$ cat config.mk
export PLATFORM = sky130hd
export DESIGN_NAME = atomic_mem_arbiter
export DESIGN_NICKNAME = d
export VERILOG_FILES = /design/src/rtl/amr_pkg.sv /design/src/rtl/amr_lock_table.sv /design/src/rtl/amr_conflict.sv /design/src/rtl/amr_rr_pick.sv /design/src/rtl/atomic_mem_arbiter.sv
export SDC_FILE = /design/constraint.sdc
export NUM_CORES = 1
export LEC_CHECK = 0
export ABC_CLOCK_PERIOD_IN_PS = 8600
export BUFFER_PORTS_ARGS = -buffer_cell sky130_fd_sc_hd__buf_2
export CORE_MARGIN = 2
export CORE_UTILIZATION = 53
export DETAILED_ROUTE_END_ITERATION = 10
export GPL_ROUTABILITY_DRIVEN = 0
export GPL_TIMING_DRIVEN = 0
export HOLD_SLACK_MARGIN = 0.06
export PLACE_DENSITY_LB_ADDON = 0.3
export REMOVE_ABC_BUFFERS = 1
export SLEW_MARGIN = 20
export SYNTH_ARGS = -nofsm -noshare
export SYNTH_HDL_FRONTEND = slang
export SYNTH_HIERARCHICAL = 1
export SYNTH_SLANG_ARGS = --single-unit
$ cat constraint.sdc
create_clock -name clk -period 8.6 [get_ports clk]
set_clock_uncertainty 0.15 [all_clocks]
set_input_delay 0.86 -clock clk [delete_from_list [all_inputs] [get_ports clk]]
set_output_delay 0.86 -clock clk [all_outputs]
set_load 0.02 [all_outputs]
$ cat src/rtl/amr_pkg.sv
package amr_pkg;

    typedef enum logic [1:0] {
        ACC_READ  = 2'd0,
        ACC_LREAD = 2'd1,
        ACC_WRITE = 2'd2
    } acc_kind_e;

    function automatic acc_kind_e acc_kind(input logic wr, input logic lk);
        if (wr)      return ACC_WRITE;
        else if (lk) return ACC_LREAD;
        else         return ACC_READ;
    endfunction

    function automatic int unsigned idx_width(input int unsigned n);
        return (n > 1) ? $clog2(n) : 1;
    endfunction

endpackage

$ cat src/rtl/amr_lock_table.sv
module amr_lock_table
    import amr_pkg::*;
#(
    parameter int unsigned NREQ = 4,
    parameter int unsigned AW   = 8
) (
    input  logic                          clk,
    input  logic                          rst,
    input  logic                          gnt_valid,
    input  logic [idx_width(NREQ)-1:0]    gnt_idx,
    input  acc_kind_e                     gnt_kind,
    input  logic [AW-1:0]                 gnt_addr,
    output logic [NREQ-1:0]               lock_open,
    output logic [NREQ*AW-1:0]            lock_addr_flat,
    output logic [NREQ-1:0]               lock_err
);
    localparam int unsigned IDXW = idx_width(NREQ);

    logic [AW-1:0] held_addr [NREQ];

    for (genvar i = 0; i < NREQ; i++) begin : g_entry
        logic mine;
        assign mine = gnt_valid && (gnt_idx == IDXW'(i));

        always_ff @(posedge clk) begin
            if (rst) begin
                lock_open[i] <= 1'b0;
                held_addr[i] <= '0;
                lock_err[i]  <= 1'b0;
            end else begin
                lock_err[i] <= 1'b0;
                if (mine) begin
                    case (gnt_kind)
                        ACC_LREAD: begin
                            if (lock_open[i]) begin
                                lock_err[i] <= 1'b1;
                            end else begin
                                lock_open[i] <= 1'b1;
                                held_addr[i] <= gnt_addr;
                            end
                        end
                        ACC_WRITE: begin
                            if (lock_open[i] && (gnt_addr == held_addr[i]))
                                lock_open[i] <= 1'b0;
                        end
                        default: ;
                    endcase
                end
            end
        end

        assign lock_addr_flat[i*AW +: AW] = held_addr[i];

        assert_lock_opens_R5: assert property (@(posedge clk) disable iff (rst)
            (mine && gnt_kind == ACC_LREAD && !lock_open[i])
            |=> (lock_open[i] && held_addr[i] == $past(gnt_addr)))
            else $error("lock did not open");

        assert_relock_flag_R9: assert property (@(posedge clk) disable iff (rst)
            (mine && gnt_kind == ACC_LREAD && lock_open[i])
            |=> (lock_err[i] && lock_open[i] && $stable(held_addr[i])))
            else $error("second locked read mishandled");

        assert_close_on_match_R8: assert property (@(posedge clk) disable iff (rst)
            (mine && gnt_kind == ACC_WRITE && lock_open[i] && gnt_addr == held_addr[i])
            |=> !lock_open[i])
            else $error("closing write left lock open");

        assert_foreign_write_keeps_R11: assert property (@(posedge clk) disable iff (rst)
            (mine && gnt_kind == ACC_WRITE && lock_open[i] && gnt_addr != held_addr[i])
            |=> (lock_open[i] && $stable(held_addr[i])))
            else $error("foreign write disturbed lock");
    end

endmodule

$ cat src/rtl/amr_conflict.sv
module amr_conflict #(
    parameter int unsigned NREQ = 4,
    parameter int unsigned AW   = 8
) (
    input  logic [NREQ*AW-1:0] req_addr,
    input  logic [NREQ-1:0]    lock_open,
    input  logic [NREQ*AW-1:0] lock_addr_flat,
    output logic [NREQ-1:0]    blocked
);
    for (genvar i = 0; i < NREQ; i++) begin : g_req
        logic [NREQ-1:0] hit;
        for (genvar j = 0; j < NREQ; j++) begin : g_owner
            if (i == j) begin : g_self
                assign hit[j] = 1'b0;
            end else begin : g_other
                assign hit[j] = lock_open[j] &&
                    (req_addr[i*AW +: AW] == lock_addr_flat[j*AW +: AW]);
            end
        end
        assign blocked[i] = |hit;
    end
endmodule

$ cat src/rtl/amr_rr_pick.sv
module amr_rr_pick
    import amr_pkg::*;
#(
    parameter int unsigned NREQ = 4
) (
    input  logic                       clk,
    input  logic                       rst,
    input  logic [NREQ-1:0]            eligible,
    output logic                       gnt_valid,
    output logic [idx_width(NREQ)-1:0] gnt_idx,
    output logic [NREQ-1:0]            gnt_onehot
);
    localparam int unsigned IDXW = idx_width(NREQ);

    logic [IDXW-1:0] ptr;

    always_comb begin
        gnt_valid = 1'b0;
        gnt_idx   = '0;
        for (int k = NREQ - 1; k >= 0; k--) begin
            int c;
            c = (int'(ptr) + k) % NREQ;
            if (eligible[c]) begin
                gnt_valid = 1'b1;
                gnt_idx   = IDXW'(c);
            end
        end
    end

    always_comb begin
        gnt_onehot = '0;
        if (gnt_valid) gnt_onehot[gnt_idx] = 1'b1;
    end

    always_ff @(posedge clk) begin
        if (rst) begin
            ptr <= '0;
        end else if (gnt_valid) begin
            if (int'(gnt_idx) == NREQ - 1) ptr <= '0;
            else                           ptr <= gnt_idx + 1'b1;
        end
    end

    assert_grant_is_eligible_R2: assert property (@(posedge clk) disable iff (rst)
        gnt_valid |-> eligible[gnt_idx])
        else $error("grant to ineligible requester");

    assert_no_idle_when_asked_R2: assert property (@(posedge clk) disable iff (rst)
        (|eligible) |-> gnt_valid)
        else $error("eligible request left idle");

endmodule

$ cat src/rtl/atomic_mem_arbiter.sv
module atomic_mem_arbiter
    import amr_pkg::*;
#(
    parameter int unsigned NREQ = 4,
    parameter int unsigned AW   = 8,
    parameter int unsigned DW   = 16
) (
    input  logic                 clk,
    input  logic                 rst,
    input  logic [NREQ-1:0]      req_valid,
    input  logic [NREQ-1:0]      req_write,
    input  logic [NREQ-1:0]      req_lock,
    input  logic [NREQ*AW-1:0]   req_addr,
    input  logic [NREQ*DW-1:0]   req_wdata,
    output logic [NREQ-1:0]      req_grant,
    output logic [NREQ-1:0]      rsp_valid,
    output logic [DW-1:0]        rsp_data,
    output logic [NREQ-1:0]      lock_err,
    output logic                 mem_en,
    output logic                 mem_we,
    output logic [AW-1:0]        mem_addr,
    output logic [DW-1:0]        mem_wdata,
    input  logic [DW-1:0]        mem_rdata
);
    localparam int unsigned IDXW = idx_width(NREQ);

    logic [NREQ-1:0]    blocked;
    logic [NREQ-1:0]    eligible;
    logic [NREQ-1:0]    lock_open;
    logic [NREQ*AW-1:0] lock_addr_flat;
    logic               gnt_valid;
    logic [IDXW-1:0]    gnt_idx;
    logic [NREQ-1:0]    gnt_onehot;
    acc_kind_e          gnt_kind;
    logic [AW-1:0]      gnt_addr;

    amr_conflict #(.NREQ(NREQ), .AW(AW)) u_conflict (
        .req_addr       (req_addr),
        .lock_open      (lock_open),
        .lock_addr_flat (lock_addr_flat),
        .blocked        (blocked)
    );

    assign eligible = req_valid & ~blocked;

    amr_rr_pick #(.NREQ(NREQ)) u_pick (
        .clk        (clk),
        .rst        (rst),
        .eligible   (eligible),
        .gnt_valid  (gnt_valid),
        .gnt_idx    (gnt_idx),
        .gnt_onehot (gnt_onehot)
    );

    assign gnt_addr = req_addr[gnt_idx*AW +: AW];
    assign gnt_kind = acc_kind(req_write[gnt_idx], req_lock[gnt_idx]);

    amr_lock_table #(.NREQ(NREQ), .AW(AW)) u_locks (
        .clk            (clk),
        .rst            (rst),
        .gnt_valid      (gnt_valid),
        .gnt_idx        (gnt_idx),
        .gnt_kind       (gnt_kind),
        .gnt_addr       (gnt_addr),
        .lock_open      (lock_open),
        .lock_addr_flat (lock_addr_flat),
        .lock_err       (lock_err)
    );

    assign req_grant = gnt_onehot;
    assign mem_en    = gnt_valid;
    assign mem_we    = gnt_valid && req_write[gnt_idx];
    assign mem_addr  = gnt_addr;
    assign mem_wdata = req_wdata[gnt_idx*DW +: DW];
    assign rsp_data  = mem_rdata;

    always_ff @(posedge clk) begin
        if (rst) rsp_valid <= '0;
        else     rsp_valid <= gnt_onehot & ~req_write;
    end

    assert_single_grant_R2: assert property (@(posedge clk) disable iff (rst)
        $onehot0(req_grant))
        else $error("more than one grant");

    assert_port_follows_grant_R2: assert property (@(posedge clk) disable iff (rst)
        mem_en == (|req_grant))
        else $error("memory enable out of step with grant");

    for (genvar i = 0; i < NREQ; i++) begin : g_chk
        assert_grant_needs_valid_R2: assert property (@(posedge clk) disable iff (rst)
            req_grant[i] |-> req_valid[i])
            else $error("grant without request");

        assert_rsp_after_read_R4: assert property (@(posedge clk) disable iff (rst)
            rsp_valid[i] |-> $past(req_grant[i] && !req_write[i]))
            else $error("response without read grant");

        for (genvar j = 0; j < NREQ; j++) begin : g_pair
            if (i != j) begin : g_diff
                assert_locked_addr_shielded_R6: assert property (@(posedge clk) disable iff (rst)
                    (req_grant[i] && lock_open[j])
                    |-> (req_addr[i*AW +: AW] != lock_addr_flat[j*AW +: AW]))
                    else $error("access to address locked by another requester");
            end
        end
    end

endmodule

# Word-level counts from Yosys, hierarchy flattened
# Memories as Yosys holds them, arrays and structs flattened.
# Index checks and enable logic that the tools add are counted.
# classes
addsub	4
n_lt_le_gt_ge	6
n_eq_ne	25
n_shift	2
n_mux	64
bitwise_logic	13
reduce_logical	36
# ops
op	count
8-bit equality test	16
64-bit by 7-bit indexed part select with 16-bit output	1
1-bit 2-to-1 mux	42
8-bit 2-to-1 mux	4
32-bit by 6-bit indexed part select with 8-bit output	1
3-bit OR reduction	8
1-bit logical AND	22
2-bit by 3-bit less-than comparator with 1-bit output, second input constant	5
1-bit binary-select mux with 2-bit select	6
2-bit 2-to-1 mux	6
3-bit AND reduction	4
4-bit AND	2
2-bit by 1-bit != test with 1-bit output, second input constant	4
4-bit NOT	2
1-bit case mux with 2 select lines	4
2-bit equality test, second input constant	3
1-bit NOT	5
2-bit by 1-bit adder with 2-bit output, second input constant	2
2-bit adder, second input constant	2
2-bit by 1-bit equality test with 1-bit output, second input constant	2
4-bit 2-to-1 mux	1
1-bit bitwise OR	4
1-bit demux with 2-bit select	1
2-bit by 1-bit greater-or-equal comparator with 1-bit output, second input constant	1
2 further kinds	2
# totals
register_bits	14
ram_bits	32
inputBits	126
output_inout_bits	54
elab_cells	161
mem_count	1
# mem_list
memory	depth	word_bits	rd	rd_clocked_by_memory_dff	wr	line	rtl
u_locks.held_addr	4	8	4	0	4	amr_lock_table.sv:19	logic [AW-1:0] held_addr [NREQ];

# Depth between registers and ports, before layout
# Gate-level depths: netlist of the first run.
# An unclocked memory read counts as a cell.
# depth
word_depth	22
ltp_mapped	16
depth_no_buf	14

# Cells and area by module
# The synthesis of the first run kept the hierarchy.
# by_module_without_submodules
module	n_inst	cells_each	area_per_inst_um2
amr_lock_table	1	154	1985.7
amr_conflict	1	136	1077.3
atomic_mem_arbiter	1	62	949.7
amr_rr_pick	1	31	265.3

# Worst setup path before layout of the first run
# Ideal clock, no wire load.
# synth_timing
path_type	input-to-reg
start	input req_addr[6]
end	memory u_locks.held_addr[3][0], enable pin
setup_time_ns	0.375
arrival_time_ns	4.195
path_slack_ns	3.880
path_stages	14
n_path_buf	1
cell_sequence	xor2_1 nor4_1 nand4_1 o211ai_2 nor2b_1 and2b_4 a2111oi_4 or2_1 buf_6 mux4_2 nor2b_1 and3b_2 nand3_4 o21bai_1
# synth_lines
element	line	rtl
start: declaration	atomic_mem_arbiter.sv:13	input logic [NREQ*AW-1:0] req_addr,
end: declaration	amr_lock_table.sv:19	

# Worst setup path in the final report of the first run
# layout_timing
start	input req_addr[11]
end	output mem_addr[5]
# layout_via
elab_chain_cells	12
word_cells_on_any_way	22
# layout_rtl
element	line	rtl
8-bit equality test	amr_conflict.sv:17	(req_addr[i*AW +: AW] == lock_addr_flat[j*AW +: AW]);
1-bit logical AND	amr_conflict.sv:16	assign hit[j] = lock_open[j] &&
3-bit OR reduction (*)	amr_conflict.sv:20	assign blocked[i] = |hit;
named net blocked[1]	atomic_mem_arbiter.sv:27	logic [NREQ-1:0] blocked;
4-bit NOT (*)	atomic_mem_arbiter.sv:44	assign eligible = req_valid & ~blocked;
4-bit AND (*)	atomic_mem_arbiter.sv:44	
named net eligible[1]	atomic_mem_arbiter.sv:28	logic [NREQ-1:0] eligible;
1-bit binary-select mux with 2-bit select	amr_rr_pick.sv:23	if (eligible[c]) begin
1-bit 2-to-1 mux (implied by the code)	amr_rr_pick.sv:23	
2-bit 2-to-1 mux (3 in series)	amr_rr_pick.sv:23	
2-bit 2-to-1 mux (*)	amr_rr_pick.sv:23	
named net gnt_idx[0]	atomic_mem_arbiter.sv:32	logic [IDXW-1:0] gnt_idx;
32-bit by 6-bit indexed part select with 8-bit output (*)	atomic_mem_arbiter.sv:55	assign gnt_addr = req_addr[gnt_idx*AW +: AW];
end: declaration	atomic_mem_arbiter.sv:21	output logic [AW-1:0] mem_addr,
# The timed path passes the listed nets; every way through them passes the cells marked *. The select of a mux whose other input is x is not followed.

==> results of run 1 <==
## flip-flops by register name, indices dropped and copies added (netlist names)
| register | count |
|---|---|
| u_pick/ptr | 2 |
| u_locks/lock_open | 4 |
| u_locks/lock_err | 4 |
| rsp_valid | 4 |
| u_locks/held_addr | 32 |
## routing by layer
metal	wire length (um)	GRT usage (%)
met1	5060	35.3
met4	392	10.7
met5	0	0
met2	6340	49.3
met3	1210	5.54
## worst max path at each step
stage | endpoint | slack (ns) | startpoint
floorplan | u_locks/held_addr[1][0] | 3.12 | req_addr[6]
global route | u_locks/held_addr[1][0] | 2.87 | req_addr[9]
finish | mem_addr[5] | 3.12 | req_addr[11]
detailed placement | u_locks/held_addr[0][6] | 2.93 | req_addr[6]
CTS | mem_addr[5] | 3.19 | req_addr[6]
global placement | u_locks/held_addr[1][7] | 2.13 | req_addr[6]
## cell usage in the layout, fill, tap and decap left out, types with 6 or more instances in the layout
| master | count |
|---|---|
| buf_2 | 147 |
| xor2_1 | 99 |
| and2_1 | 37 |
| edfxtp_1 | 32 |
| xnor2_1 | 29 |
| nor4_1 | 17 |
| nand4_1 | 16 |
| dfxtp_1 | 14 |
| nor3_1 | 14 |
| mux4_2 | 13 |
| mux4_1 | 13 |
| diode_2 | 7 |
| nor3b_1 | 6 |
## per-stage QoR
stage	power, uW	hold WS, ns	worst slack (ns)
detailed placement	700	0.380	2.93
finish	832	0.401	3.12
floorplan	557	0.317	3.12
global placement	682	0.350	2.13
global route	874	0.423	2.87
CTS	833	0.392	3.19
## power by group
group	switching (uW)	internal (uW)	total [uW]
Clock	73.5	57.6	131
Sequential	26.5	255	281
Combinational	238	182	420
## cell type report
type | instances | share of cell area [%]
clock buffers | 7 | 1.50
flip-flops and latches | 46 | 24.4
diodes | 7 | 0.345
multi-input cells | 298 | 55.0
well taps | 102 | 2.51
repair buffers | 149 | 15.6
clock inverters | 1 | 0.148
inverters | 7 | 0.517
## cell families (layout without fill, tap and decap cells)
kind of cell,after synthesis,after routing,synth area share (%)
xor+xnor,128,128,26.2
simple gates,121,121,19.3
other cells,0,7,0
fa+ha+maj,4,4,1.17
compound gates,19,19,3.80
mux,26,26,14.8
flops,46,46,29.0
buf+inv,39,164,5.67
## critical path, stage by stage
cell	delay, ns
buf_2	0.16
xor2_1	0.21
nor4_1	0.09
nand4_1	0.10
nand3_1	0.13
nor2b_1	0.42
o21ai_0	0.18
a221oi_1	0.39
or2_2	0.58
buf_16	0.25
mux4_1	0.83
buf_2	0.27
==> impl_metrics.tcl, run 1 <==
set metrics [dict create \
    status "finished clean" \
    post_drt_wl_per_cell_um 21.1 \
    dp_hpwl_um 10300 \
    num_rows 32 \
    leakage_uw 0.00219 \
    rsz0062_at_grt "false" \
    cts_made_buffers 5 \
    whs_path_depth 2 \
    firstDrtPassIters 4 \
    postLayoutCellArea_um2 5080 \
    cts-htree-levels 2 \
    core_um2 7770 \
    dpl-instance-area_um2 4980 \
    syn_to_final_growth_pct 18.8 \
    clockBufferDepth 2 \
    synthTopCellsByArea "edfxtp_1, xor2_1, mux4_1, mux4_2, dfxtp_1" \
    fp.dieW_um 93.8 \
    netlist_area_um2 4280 \
    port_buffers 147 \
    cts_tree "yes" \
    synth_ff_type "edfxtp_1" \
    synth_seq_cells 46 \
    cts_setup_buffers 0 \
    cp-start-kind "primary input" \
    period_needed_ns 5.48 \
    r2r_cells 14 \
    hold_end "u_pick/ptr[1]" \
    cts_resized 0 \
    synthTopCellsByCount "xor2_1, and2_1, edfxtp_1, xnor2_1, nor4_1" \
    post_route_cells_drive_above_1_share_pct 36.6 \
    first_global_vias 3523 \
    synth_cells 383 \
    place_inst 602 \
    end_kind "primary output" \
    worstPathArrival_ns 4.47 \
    r2r_start "u_locks/held_addr[1][6]" \
    yosys_warnings 6 \
    io_pins 180 \
    grt_max_degree 24 \
    first_iter_violations 320 \
    power_density_nw_per_um2 164 \
    synth.distinct_cells 43 \
    grtUsageTotal_pct 28.6 \
    start_util_pct 55.1 \
    async_flop_share_pct 0 \
    grt_pass1_wl_um 18800 \
    die_y_um 93.8 \
    seqCellArea_um2 1240 \
    max_freq_mhz 182 \
    vdd.ir_drop.worst_v 0.0000908 \
    period_share_pct 63.8 \
    antenna_left 0 \
    cp_max_fo 18 \
    worst_hold_startpoint "u_pick/ptr[1]" \
    clk_latency_ns 0.30 \
    yosysMostFrequentCell "xor2_1" \
    overflow 0 \
    hold_buffers 0 \
    r2r_setup_slack_ns 3.30 \
    finalHoldViolCount 0 \
    drc 0 \
    clkSlewWorstSetupHoldPaths_ns 0.09 \
    synth-edff-count 32 \
    die_area_um2 8810 \
    via_per_inst 5.97 \
    cp.required_ns 7.59 \
    timing.slew.headroom_pct 43.0 \
    cts-root-buf "clkbuf_8" \
    via_count 3686 \
    fin_util_pct 65.4 \
    drv_slew 0 \
    multi_input_area_um2 2800 \
    postRouteWirelength_um 13000 \
    fill_cells 649 \
    synth.avg_cell_area_um2 11.2 \
    antenna_found_initial 6 \
    hold_class "reg2reg" \
    synth_top_cell_area_share_pct 22.5 \
    synth_top_area_cell "edfxtp_1" \
    seq_area_frac_synth_pct 29.0 \
    worstSetupPathType "in2out" \
    stdcell_count 617 \
    nNetsFinal 637 \
    setup-violations-final 0 \
    setup_tns_ns 0 \
    timing.rr.end "u_locks/held_addr[0][6]" \
    cap_violations 0 \
    cts_sinks 46 \
    worst_pin_slew_ns 0.854 \
]
No activity file was read; power rests on OpenSTA's default activity.
==> inputs of run 2 (changes only) <==
Settings changed: ABC_AREA from default to 1, ABC_CLOCK_PERIOD_IN_PS 8600 to 5600, CORE_UTILIZATION 53 to 51.
Clock period 8.6 ns to 5.6 ns, I/O delays scaled along.
==> run 2 against run 1 <==
Effect of this change: combinational power grew to 6.2 times the previous value; largest cell class unchanged; final area grew 13%; largest power group unchanged; highest routed layer unchanged; sequential cell count is the same; sequential power grew 100%.
==> impl_metrics.tcl, run 2 <==
set metrics [dict create \
    antenna_found_initial 0 \
    dpl-instance-area_um2 5640 \
    synth.avg_cell_area_um2 5.74 \
    start_util_pct 51.7 \
    nNetsFinal 1119 \
    post_route_cells_drive_above_1_share_pct 19.3 \
    worstSetupPathType "reg2out" \
    synthTopCellsByArea "edfxtp_1, nand2_1, nor2_1, inv_1, o21ai_0" \
    startpoint "u_locks/held_addr[0][0]" \
    cts_setup_buffers 0 \
    via_count 5869 \
    worst_pin_slew_ns 1.11 \
    cp.depth 17 \
    p_clk_share_pct 5.8 \
    yosys_warnings 6 \
    seq_area_frac_synth_pct 24.9 \
    cp.required_ns 4.89 \
    largest_reg_flops 32 \
    status "finished clean" \
    cp_top_family "compound AO/OA/AOI/OAI gates" \
    vdd.ir_drop.worst_v 0.000273 \
    via_per_inst 5.23 \
    internal_power_uw 1330 \
    first_iter_violations 526 \
    stdcell_count 1123 \
    drv_slew 0 \
    rsz0062_at_grt "false" \
    path_buf_inv 4 \
    grt_max_degree 61 \
    first_global_vias 4798 \
    synth_seq_cells 46 \
    setup_tns_ns 0 \
    p_sw_uw 2040 \
    syn_to_final_growth_pct 14.9 \
    grt_pass1_wl_um 23400 \
    period_needed_ns 5.00 \
    max_freq_mhz 200 \
    synth_cells 869 \
    place_inst 1115 \
    layout_common_cells "nand2_1, nor2_1, buf_2" \
    timing.slew.headroom_pct 25.1 \
    synthTopCellsByCount "nand2_1, nor2_1, inv_1, o21ai_0, nand3_1" \
    leakage_uw 0.00301 \
    worstPathArrival_ns 4.29 \
    grtUsageTotal_pct 28.9 \
    cts_made_buffers 5 \
    clkSlewWorstSetupHoldPaths_ns 0.09 \
    dp_hpwl_um 12900 \
    synth.distinct_cells 32 \
    async_flop_share_pct 0 \
    cts_sinks 46 \
    global_route.usage.met1_pct 36.2 \
    cap_violations 0 \
    cp-start-kind "register" \
    timing.rr.end "u_locks/held_addr[1][7]" \
    power_density_nw_per_um2 589 \
    firstDrtPassIters 6 \
    cp_cell_sequence "inv_1, nand2_1, nand3_1, nor2_1, nand3_1, nand3_1, nor2_1, inv_1, nand2_1, nand3_1, nand2_2, o21bai_1, a21boi_1, inv_2, o21ai_0, o21ai_0, buf_2" \
    cts_tree "yes" \
    synth_ff_type "edfxtp_1" \
    postRouteWirelength_um 16300 \
    top_register "u_locks/held_addr" \
    overflow 0 \
    cp_max_fo 50 \
    finalHoldViolCount 0 \
    power_frac_comb_pct 77.5 \
    clk_latency_ns 0.29 \
    cp_common_cell "nand3_1" \
    hold_class "in2reg" \
    core_um2 9640 \
    cpPeakStageDelay_ns 0.72 \
    drc 0 \
    postLayoutCellArea_um2 5730 \
    r2r_start "u_locks/held_addr[0][2]" \
    synth_top_cell_area_share_pct 19.3 \
    use_met3_pct 4.47 \
    synth-edff-count 32 \
    synth_top_area_cell "edfxtp_1" \
    antenna_cells 0 \
    whs_path_depth 2 \
    num_rows 36 \
    layout_commonest_cell "nand2_1" \
    r2r_cells 29 \
    cpMaxStageDelayCell "o21ai_0" \
    setup.worst_path.end "mem_addr[5]" \
    swShare_pct 60.5 \
    cts-htree-levels 2 \
    antenna_left 0 \
    netlist_area_um2 4990 \
    die_area_um2 10600 \
    fp.dieW_um 103 \
    io_pins 180 \
    cts-root-buf "clkbuf_8" \
    seqPwrFrac_pct 16.7 \
    yosysMostFrequentCell "nand2_1" \
    setup-violations-final 0 \
    use_met2_pct 51.4 \
    post_drt_wl_per_cell_um 14.5 \
    end_kind "primary output" \
    busiest_layer "met2" \
    port_buffers 147 \
    clockBufferDepth 2 \
    r2r_setup_slack_ns 0.65 \
    period_share_pct 89.3 \
    die_y_um 103 \
]
run 2: through the flow:
step                setup slack (ns)  hold WS [ns]  util [%]  total power, uW
floorplan                       1.17         0.308         -             2370
global placement             -0.0938         0.332      58.5             3130
detailed placement            -0.155         0.337      58.5             3150
CTS                            0.185         0.276      59.4             3360
global route                   0.157         0.286      59.4             3700
finish                         0.601         0.279      59.4             3370
run 2: layout make-up:
type,count,area [um2]
fillers,1044,3910
repair buffers,147,736
well taps,133,166
multi-input cells,646,2970
flip-flops and latches,46,1240
clock buffers,7,76.3
inverters,143,539
clock inverters,1,6.26
run 2: kinds of logic after synthesis:
family | synth area share (%)
fa+ha+maj | 1.00
simple gates | 38.4
flops | 24.9
xor+xnor | 6.50
compound gates | 13.5
buf+inv | 15.7
run 2: layer usage:
metal  vias up  wire, um  share of wire, %
li1       2919         -                 -
met1      2616      6320                39
met2       308      7970                49
met3        26      1680                10
met4         0       339               2.1
met5         -         0                 0
run 2: worst min-delay path by stage:
stage | start | end | slack (ns)
after floorplan | u_locks/lock_open[1] | u_locks/lock_err[1] | 0.31
after global placement | u_locks/lock_open[2] | u_locks/lock_err[2] | 0.33
after detailed placement | u_locks/lock_open[1] | u_locks/lock_err[1] | 0.34
after CTS | req_write[0] | rsp_valid[0] | 0.28
after global routing | req_write[0] | rsp_valid[0] | 0.29
final | req_write[0] | rsp_valid[0] | 0.28
run 2: timing repair:
action                     in CTS  in global routing
hold endpoints to repair        0                  0
setup endpoints to repair       8                  0
resized for setup               1                  0
hold buffers                    0                  0
run 2: power groups by stage:
| stage | Combinational [uW] | Sequential [uW] | Clock, uW |
|---|---|---|---|
| after floorplan | 1830 | 536 | 0 |
| after detailed placement | 2580 | 569 | 0 |
| final | 2610 | 564 | 195 |
| after CTS | 2590 | 561 | 201 |
| after global placement | 2560 | 566 | 0 |
| after global routing | 2910 | 576 | 215 |
==> inputs of run 3 (changes only) <==
Settings changed: ABC_AREA 1 to default, CORE_UTILIZATION 51 to 49, PLACE_DENSITY from default to 0.82, PLACE_DENSITY_LB_ADDON 0.3 to default.
==> run 3 against run 2 <==
Effect of this change: routed wire length down 26%; sequential cell count unchanged; combinational power down 76%; register-to-register slack worse by 0.29 ns; global-route usage down 3.9 points; die area down 10%; critical path depth down 3; non-clock buffer count up 2; sequential power down 24%; largest cell class unchanged; highest routed layer unchanged.
==> impl_metrics.tcl, run 3 (synthesis results as in run 1) <==
set metrics [dict create \
    cp_cell_sequence "xor2_1, nor4_1, nand4_1, o211ai_2, nor2b_1, and2b_4, a2111oi_4, or2_2, buf_12, mux4_2, nor2b_1, and3b_2, nand3b_4, o21bai_1" \
    stdcell_count 616 \
    grt_pass1_wl_um 18700 \
    firstDrtPassIters 4 \
    die_area_um2 9490 \
    r2r_setup_slack_ns 0.36 \
    hold_end "rsp_valid[2]" \
    postRouteWirelength_um 12100 \
    cp.required_ns 5.38 \
    num_rows 34 \
    clkSlewWorstSetupHoldPaths_ns 0.08 \
    grt_max_degree 23 \
    vdd.ir_drop.worst_v 0.000154 \
    leakage_uw 0.00219 \
    cap_violations 0 \
    clockBufferDepth 2 \
    clk_latency_ns 0.30 \
    cts-root-buf "clkbuf_8" \
    nNetsFinal 637 \
    worst_hold_startpoint "req_write[2]" \
    cts_sinks 46 \
    overflow 0 \
    timing.slew.headroom_pct 39.6 \
    antenna_cells 0 \
    cp_common_cell "nor2b_1" \
    cts-htree-levels 2 \
    timing.rr.end "u_locks/held_addr[1][5]" \
    port_buffers 147 \
    cts_setup_buffers 0 \
    finalHoldViolCount 0 \
    grtUsageTotal_pct 25.1 \
    r2r_start "u_locks/held_addr[1][6]" \
    via_per_inst 5.91 \
    end_kind "register" \
    cp_max_fo 19 \
    setup-violations-final 0 \
    via_count 3638 \
    dp_hpwl_um 9750 \
    place_inst 608 \
    rsz0062_at_grt "false" \
    layout_common_cells "buf_2, xor2_1, and2_1" \
    post_route_cells_drive_above_1_share_pct 36.6 \
    period_needed_ns 5.24 \
    cts_tree "yes" \
    status "finished clean" \
    cpMaxStageDelayCell "o21bai_1" \
    max_freq_mhz 191 \
    first_iter_violations 192 \
    post_drt_wl_per_cell_um 19.6 \
    power_density_nw_per_um2 253 \
    first_global_vias 3753 \
    cts_made_buffers 5 \
    core_um2 8590 \
    cpPeakStageDelay_ns 0.72 \
    top_register "u_locks/held_addr" \
    start_util_pct 49.8 \
    die_y_um 97.4 \
    fp.dieW_um 97.4 \
    hold_class "in2reg" \
    cp-start-kind "register" \
    worstSetupPathType "reg2reg" \
    drv_slew 0 \
    hold_buffers 0 \
    worstPathArrival_ns 5.02 \
    antenna_left 0 \
    r2r_cells 14 \
    power_uw 1280 \
    drc 0 \
    io_pins 180 \
    syn_to_final_growth_pct 18.5 \
    largest_reg_flops 32 \
    layout_commonest_cell "buf_2" \
    period_share_pct 93.6 \
    antenna_found_initial 0 \
    worst_pin_slew_ns 0.904 \
    whs_path_depth 2 \
    cts_resized 0 \
]
-- run 3: critical path, delay by kind of cell, from the launching register on --
kind | cells | cell delay [ns]
buf+inv | 1 | 0.26
compound gates | 3 | 1.24
xor+xnor | 1 | 0.21
simple gates | 8 | 1.92
flops | 1 | 0.50
mux | 1 | 0.57
-- run 3: area by class of cell --
type	count	area, um2
inverter	7	26.3
timing repair buffer	149	783
multi-input combinational	298	2800
fill	719	3520
tap	108	135
clock buffer	8	90.1
sequential	46	1240
-- run 3: per-layer routing --
layer  part of all wire, %  vias to the layer above  track usage [%]
li1                      -                     1631                -
met1                    36                     1733             28.3
met2                    51                      233             45.0
met3                   8.6                       41             5.47
met4                   4.3                        0             11.3
met5                     0                        -                0
-- run 3: worst max path at each step --
stage	start	end	depth (start not counted)	slack [ns]
global route	u_locks/held_addr[1][7]	u_locks/held_addr[1][7]	14	0.01
global placement	req_addr[6]	u_locks/held_addr[1][6]	14	-0.63
CTS	u_locks/held_addr[1][6]	u_locks/held_addr[1][4]	14	0.38
detailed placement	req_addr[9]	u_locks/held_addr[1][5]	15	0.21
floorplan	req_addr[6]	u_locks/held_addr[1][0]	13	0.42
finish	u_locks/held_addr[1][6]	u_locks/held_addr[1][5]	14	0.36
-- run 3: power breakdown --
| part | switching, uW | internal, uW | total, uW | leakage [uW] |
|---|---|---|---|---|
| combinational | 362 | 278 | 639 | 0.00170 |
| clock | 110 | 101 | 211 | 0.0000455 |
| sequential | 39.0 | 391 | 430 | 0.000445 |
-- run 3: through the flow --
stage                     utilization (%)  cell area [um2]  TNS [ns]  setup WS [ns]  hold WS, ns
final                                59.0             5070         0          0.359        0.274
after global routing                 59.0             5070         0         0.0120        0.265
after CTS                            59.0             5070         0          0.384        0.266
after detailed placement             58.0             4980         0          0.212        0.383
after global placement               57.4             4930    -21.56         -0.632        0.343
after floorplan                         -             4060         0          0.418        0.317
